## config.mk

```make
export PLATFORM = sky130hd
export DESIGN_NAME = icyc_sequencer
export DESIGN_NICKNAME = d
export VERILOG_FILES = /design/src/rtl/icyc_pkg.sv /design/src/rtl/icyc_ctrl.sv /design/src/rtl/icyc_datapath.sv /design/src/rtl/icyc_sequencer.sv
export SDC_FILE = /design/constraint.sdc
export NUM_CORES = 1
export LEC_CHECK = 0
export ABC_CLOCK_PERIOD_IN_PS = 1600
export BUFFER_PORTS_ARGS = -buffer_cell sky130_fd_sc_hd__clkbuf_2
export CAP_MARGIN = 20
export CORE_MARGIN = 2
export CORE_UTILIZATION = 33
export DETAILED_ROUTE_END_ITERATION = 10
export SLEW_MARGIN = 40
export SYNTH_ARGS = -nofsm -noshare
export SYNTH_HDL_FRONTEND = slang
export SYNTH_SLANG_ARGS = --single-unit
export TNS_END_PERCENT = 10
```

## constraint.sdc

```tcl
create_clock -name clk -period 1.6 [get_ports clk]
set_input_delay 0.16 -clock clk [delete_from_list [all_inputs] [get_ports clk]]
set_output_delay 0.16 -clock clk [all_outputs]
set_load 0.01 [all_outputs]
```

## src/rtl/icyc_pkg.sv

```systemverilog
package icyc_pkg;
  localparam int WORD_W  = 16;
  localparam int PHASES  = 4;
  localparam int NUM_DBL = 3;

  // mask/match pairs identifying the first word of a two-word instruction
  localparam logic [NUM_DBL-1:0][WORD_W-1:0] DBL_MASK  = {16'hF000, 16'hFF00, 16'hFE00};
  localparam logic [NUM_DBL-1:0][WORD_W-1:0] DBL_MATCH = {16'hC000, 16'hEF00, 16'hEC00};
  localparam logic [3:0] TAIL_TAG = 4'hF;

  typedef struct packed {
    logic loadBuf;
    logic loadHold;
    logic pcInc;
    logic pcLoad;
  } seqStrobes_t;

  typedef struct packed {
    logic isFirst;
    logic isTail;
  } wordClass_t;
endpackage

```

## src/rtl/icyc_ctrl.sv

```systemverilog
module icyc_ctrl
  import icyc_pkg::*;
(
  input  logic              clk,
  input  logic              rst,
  input  wordClass_t        cls,
  input  logic              exTaken,
  input  logic              exJump,
  output seqStrobes_t       stb,
  output logic [PHASES-1:0] phaseOh,
  output logic              execValid,
  output logic              cycExec,
  output logic              execPair
);
  localparam int PH_W = $clog2(PHASES);

  logic [PH_W-1:0] phase;
  logic bufValid, holdValid;
  logic lastPhase, execSingle, startHold, flushReq;

  assign lastPhase  = (phase == PH_W'(PHASES - 1));
  assign execPair   = bufValid && holdValid;
  assign execSingle = bufValid && !holdValid && !cls.isFirst && !cls.isTail;
  assign cycExec    = execPair || execSingle;
  assign startHold  = bufValid && !holdValid && cls.isFirst;
  assign flushReq   = lastPhase && cycExec && (exTaken || exJump);

  always_comb begin
    stb.loadBuf  = lastPhase && !flushReq;
    stb.loadHold = lastPhase && startHold;
    stb.pcLoad   = flushReq && exJump;
    stb.pcInc    = lastPhase && !(flushReq && exJump);
  end

  for (genvar i = 0; i < PHASES; i++) begin : g_phase
    assign phaseOh[i] = (phase == PH_W'(i));
  end

  assign execValid = phaseOh[0] && cycExec;

  always_ff @(posedge clk) begin
    if (rst) begin
      phase     <= '0;
      bufValid  <= 1'b0;
      holdValid <= 1'b0;
    end else begin
      phase <= lastPhase ? '0 : phase + 1'b1;
      if (lastPhase) begin
        bufValid  <= !flushReq;
        holdValid <= startHold;
      end
    end
  end
endmodule

```

## src/rtl/icyc_datapath.sv

```systemverilog
module icyc_datapath
  import icyc_pkg::*;
#(
  parameter int PC_W = 12
) (
  input  logic              clk,
  input  logic              rst,
  input  seqStrobes_t       stb,
  input  logic              execPair,
  input  logic [WORD_W-1:0] progData,
  input  logic [PC_W-1:0]   exTarget,
  output logic [PC_W-1:0]   fetchAddr,
  output wordClass_t        cls,
  output logic [WORD_W-1:0] execWord1,
  output logic [WORD_W-1:0] execWord2
);
  logic [PC_W-1:0]   pc;
  logic [WORD_W-1:0] bufWord, heldWord;
  logic [NUM_DBL-1:0] hit;

  for (genvar g = 0; g < NUM_DBL; g++) begin : g_match
    assign hit[g] = ((bufWord & DBL_MASK[g]) == DBL_MATCH[g]);
  end

  assign cls.isFirst = |hit;
  assign cls.isTail  = (bufWord[WORD_W-1 -: 4] == TAIL_TAG);

  assign fetchAddr = pc;
  assign execWord1 = execPair ? heldWord : bufWord;
  assign execWord2 = execPair ? bufWord : '0;

  always_ff @(posedge clk) begin
    if (rst) begin
      pc       <= '0;
      bufWord  <= '0;
      heldWord <= '0;
    end else begin
      if (stb.pcLoad)       pc <= exTarget;
      else if (stb.pcInc)   pc <= pc + 1'b1;
      if (stb.loadBuf)  bufWord  <= progData;
      if (stb.loadHold) heldWord <= bufWord;
    end
  end
endmodule

```

## src/rtl/icyc_sequencer.sv

```systemverilog
module icyc_sequencer
  import icyc_pkg::*;
#(
  parameter int PC_W = 12
) (
  input  logic            clk,
  input  logic            rst,
  input  logic [15:0]     progData,
  input  logic            exTaken,
  input  logic            exJump,
  input  logic [PC_W-1:0] exTarget,
  output logic [PC_W-1:0] fetchAddr,
  output logic [3:0]      phaseOh,
  output logic            execValid,
  output logic            execDouble,
  output logic [15:0]     execWord1,
  output logic [15:0]     execWord2
);
  seqStrobes_t stb;
  wordClass_t  cls;
  logic cycExec, execPair;

  icyc_ctrl u_ctrl (
    .clk(clk), .rst(rst), .cls(cls), .exTaken(exTaken), .exJump(exJump),
    .stb(stb), .phaseOh(phaseOh), .execValid(execValid),
    .cycExec(cycExec), .execPair(execPair)
  );

  icyc_datapath #(.PC_W(PC_W)) u_dp (
    .clk(clk), .rst(rst), .stb(stb), .execPair(execPair),
    .progData(progData), .exTarget(exTarget), .fetchAddr(fetchAddr),
    .cls(cls), .execWord1(execWord1), .execWord2(execWord2)
  );

  assign execDouble = execPair;
endmodule

```

# Word-level counts from Yosys, hierarchy flattened
# Cells that the tools add are included.
[word_totals] register_bits=48 inputBits=32 output_inout_bits=50 elab_cells=42
[classes] addsub=2 eq_ne=7 mux=4 n_reduce_logical=23
[op_table] op="2-to-1 mux 16 bit" n=2
[op_table] op="2-to-1 mux 12 bit" n=2
[op_table] op="adder 12 x 1 -> 12 bit, second input constant" n=1
[op_table] op="logical AND 1 bit" n=12
[op_table] op="equality test 4 bit, second input constant" n=2
[op_table] op="equality test 8 bit, second input constant" n=1
[op_table] op="equality test 7 bit, second input constant" n=1
[op_table] op="zero test 1 bit" n=5
[op_table] op="equality test 2 bit, second input constant" n=2
[op_table] op="OR reduction 3 bit" n=1
[op_table] op="adder 2 x 1 -> 2 bit, second input constant" n=1
[op_table] op="equality test 2 x 1 -> 1 bit, second input constant" n=1
[op_table] op="zero test 2 bit" n=1
[op_table] op="logical OR 1 bit" n=2
[op_table] op="nonzero test 2 bit" n=1
[op_table] op="OR reduction 2 bit" n=1

# Logic depth before layout (Yosys ltp)
[depth] ltp_word=13 mapped_depth=7 depth_no_buf=6

# Hierarchy
# A second synthesis with hierarchy kept.
[hier_totals] hier_cells=256 hier_area_um2=2396.0
[modules_own_cells] mod="icyc_datapath" instances=1 cells_per_inst=229 area_each_um2=2138.3 seq_area_each_um2=880.8
[modules_own_cells] mod="icyc_ctrl" instances=1 cells_per_inst=27 area_each_um2=257.7 seq_area_each_um2=80.1

# Worst setup path after synthesis
# No wires, ideal clock.
[synth_timing] path_type="reg-to-reg" start="reg u_ctrl.phase[0]" end="reg u_dp.heldWord[5]" setup_ns=0.128 t_arrival_ns=1.508 required_ns=1.472 slack_ns=-0.036 path_stages_with_launch=8 path_buffers=1 period_less_slack_ns=1.636 cell_sequence="dfxtp_1 > ha_1 > nand2_1 > nor3_2 > nand2_4 > buf_6 > mux2i_1 > nor2_1"
[synth_between] elab_chain_cells=2
[synth_lines] element="start, declared" line_no="icyc_ctrl.sv:17" source="logic [PH_W-1:0] phase;"
[synth_lines] element="start signal, assigned" line_no="icyc_ctrl.sv:47" source="phase <= lastPhase ? '0 : phase + 1'b1;"
[synth_lines] element="equality test 2 bit" line_no="icyc_ctrl.sv:21" source="assign lastPhase = (phase == PH_W'(PHASES - 1));"
[synth_lines] element="named net u_ctrl.lastPhase" line_no="icyc_ctrl.sv:19" source="logic lastPhase, execSingle, startHold, flushReq;"
[synth_lines] element="logical AND 1 bit" line_no="icyc_ctrl.sv:30" source="stb.loadHold = lastPhase && startHold;"
[synth_lines] element="end signal, assigned" line_no="icyc_datapath.sv:41" source="if (stb.loadHold) heldWord <= bufWord;"
[synth_lines] element="end, declared" line_no="icyc_datapath.sv:18" source="logic [WORD_W-1:0] bufWord, heldWord;"
# The timed path passes the listed nets, and every way through them passes these cells.
# A chain may end at the register's enable or synchronous reset.

# Final worst setup path
[layout_timing] start="reg u_ctrl.holdValid" end="out execWord1[4]"
[layout_between] elab_chain_cells=2
[layout_lines] element="start, declared" line_no="icyc_ctrl.sv:18" source="logic bufValid, holdValid;"
[layout_lines] element="start signal, assigned" line_no="icyc_ctrl.sv:50" source="holdValid <= startHold;"
[layout_lines] element="logical AND 1 bit" line_no="icyc_ctrl.sv:22" source="assign execPair = bufValid && holdValid;"
[layout_lines] element="2-to-1 mux 16 bit" line_no="icyc_datapath.sv:29" source="assign execWord1 = execPair ? heldWord : bufWord;"
[layout_lines] element="end, declared" line_no="icyc_sequencer.sv:16" source="output logic [15:0] execWord1,"
# Every way passes these cells.

==> flow_summary.ini <==
[cts]
cts_max_path_buffers = 2
htreeDepth = 2
clk_pin_slew_ns = 0.10
numCtsBuffers = 5
root_buffer = clkbuf_8
cts_tree = done
cts_sinks = 48
cts_hold_buf = 0
clk_latency_ns = 0.30

[power]
cellPowerDensity_nw_per_um2 = 718
ir_drop_uv = 378
intPower_w = 0.00195
p_sw_frac = 0.264
pwr-share-comb = 0.174
total_leakage_power_nw = 1.70
p_seq_frac = 0.488
p_switching_w = 0.000700
pwr-share-clk = 0.338

[global_route]
grt_pass1_vias = 2234
grt_remaining_overflow = 0
antenna_found_initial = 0
grt_max_degree = 27
grt_pass1_wl_um = 11100
grt_util_all_layers = 0.159

[placed_design]
dpl.hpwl_um = 5070
place_congestion = 0.810
io_buffers = 81
place_ws_ns = 0.0478

[sta]
slew_headroom = 0.763
fin_crit_sh = 0.996
fin_tns_setup_ns = 0
clock_skew_ns = 0.00746
fin_crit_ns = 1.59
worst_pin_slew_ns = 0.355
rsz0062_at_grt = true
worst_slack_ns = 0.00589
setup_viol = 0
finalHoldViolCount = 0
slew_violations = 0
fmax_ghz = 0.627

[floorplan]
dieHeight_um = 93.4
dieArea_um2 = 8720
num_rows = 32
start_util = 0.341
core_um2 = 7730
die_w_um = 93.4
ios = 82

[final_layout]
n_antenna_cell = 0
fin_util = 0.478
nNetsFinal = 438
fill_cells = 757
drive_above_1_share = 0.413
regArea_um2 = 975
syn_to_final_growth_pct = 40.2
multiInputGateArea_um2 = 1650

[drt]
routed_wl_um = 7080
vias = 2481
drcViolationCount = 0
wl_per_cell_um = 14.0
drt-vias-per-instance = 4.92
drt_pass1_iterations = 4
ant_nets = 0
drtIter0Drc = 110

[worst_setup_path]
crit_path_max_fanout = 7
crit_arrival_ns = 1.43
critPathKind = reg2out
crit_chain = buf_6 > nand2_8 > buf_16 > mux2_2 > clkbuf_2
required_ns = 1.44
worstSetupEndpointType = output pin
crit_slowest_cell = dfxtp_2
critPathMaxStageDelay_ns = 0.33
startpoint_type = register

[yosys]
synth_top_area_share = 0.364
ys.flop_type = dfxtp_1
ys_types = 46
synth_edf_count = 0
yosys-top-cells-area = dfxtp_1 (36%), mux2i_1 (9.1%), nand2b_1 (7.6%), mux2_2 (6.4%), nand2_1 (3.7%)
netlist_instances = 296
ys_warn_count = 0
synth_top_area_cell = dfxtp_1
synth_seq_cells = 48
synthesis.area_um2 = 2640
syn_nets = 333
synth-seq-area-share = 0.364
synthArstFlopShare = 0
synth.avg_cell_area_um2 = 8.91

[job]
drv_cap = 0

[status]
status = finished, final reports clean

[worst_hold_path]
hp-class = in2reg
[Yosys cell counts, drive strengths merged, types with 3 or more instances]
| library cell | number |
|---|---|
| clkbuf | 13 |
| a21oi | 16 |
| or4 | 5 |
| and3 | 15 |
| buf | 7 |
| a21o | 3 |
| nor2 | 19 |
| ha | 5 |
| dfxtp | 48 |
| mux2 | 15 |
| nand2 | 27 |
| o21ai | 8 |
| nand2b | 32 |
| inv | 5 |
| a2bb2oi | 7 |
| nand4 | 3 |
| a31oi | 6 |
| mux2i | 24 |
| nand3 | 14 |
[routing by layer]
layer	routed length, µm	vias up	global-route usage	share of wire
met4	36	0	0.0343	0.0051
met5	0	-	0	0
met1	3150	1160	0.208	0.45
met2	3540	58	0.266	0.50
li1	-	1261	-	-
met3	345	2	0.0379	0.049
[worst paths after layout]
kind | startpoint | end | slack, ns | depth (start not counted)
max | u_ctrl.holdValid | execWord1[4] | 0.006 | 5
min | progData[0] | u_dp.bufWord[0] | 0.09 | 3
max reg2reg | u_ctrl.holdValid | u_dp.fetchAddr[7] | 0.08 | 5
min reg2reg | u_dp.heldWord[10] | u_dp.heldWord[10] | 0.46 | 2
[critical path, delay by kind of cell, from the launching register on]
kind | cells | cell delay (ns)
flops | 1 | 0.33
simple gates | 1 | 0.09
mux | 1 | 0.33
buf+inv | 3 | 0.38
[power groups by stage]
| stage | clock (W) | sequential (W) | combinational [W] |
|---|---|---|---|
| floorplan | 0 | 0.00132 | 0.000220 |
| global placement | 0 | 0.00131 | 0.000432 |
| detailed placement | 0 | 0.00131 | 0.000438 |
| CTS | 0.000926 | 0.00129 | 0.000440 |
| global route | 0.000980 | 0.00130 | 0.000507 |
| finish | 0.000897 | 0.00130 | 0.000462 |
[state kept, by name (all words and copies together) (netlist names)]
register	count
u_ctrl.bufValid	1
u_ctrl.holdValid	1
u_ctrl.phase	2
u_dp.bufWord	16
u_dp.fetchAddr	12
u_dp.heldWord	16
[placed cells by master, fill, tap and decap left out, types with 3 or more instances in the layout]
cell,n
clkbuf_8,5
buf_12,4
and3_1,15
inv_1,5
a31oi_1,6
nand2b_1,32
ha_1,4
a21oi_1,13
nand3_1,14
or4_1,5
mux2_4,8
dfxtp_2,8
dfxtp_1,39
nand2_1,25
buf_4,30
o21ai_0,6
mux2i_1,24
clkbuf_2,71
a21o_1,3
buf_6,10
mux2_2,7
a2bb2oi_1,7
nor2_1,18
[metrics by stage]
stage,cells,instance area [µm²],hold WS [ns],power (W)
2_1_floorplan,296,2640,0.315,0.00154
3_3_place_gp,494,3380,0.404,0.00174
3_5_place_dp,494,3380,0.411,0.00175
4_1_cts,504,3540,0.0786,0.00265
5_1_grt,504,3700,0.0887,0.00279
6_report,504,3700,0.0901,0.00265
[cells by family (layout without fill, tap and decap cells)]
logic type / after synthesis / in the layout / synth area share
AOI/OAI and AO/OA: 50 / 50 / 0.128
adders and majority gates: 5 / 5 / 0.0237
buffers and inverters: 25 / 131 / 0.0489
DFF: 48 / 48 / 0.364
muxes: 39 / 39 / 0.155
and+or+nand+nor: 129 / 129 / 0.280
[final cells by class]
class                   count  area share
well taps                 102      0.0345
clock buffers               5      0.0186
repair buffers            118       0.219
multi-input cells         223       0.446
clock inverters             3      0.0125
inverters                   5     0.00508
flip-flops and latches     48       0.264
[timing repair]
item,CTS,global route
resized for setup,6,47
setup buffers,1,0
gates cloned,1,0
setup endpoints to repair,17,44
pin swaps,0,2
Note: power is estimated with default switching activity, not from simulation.
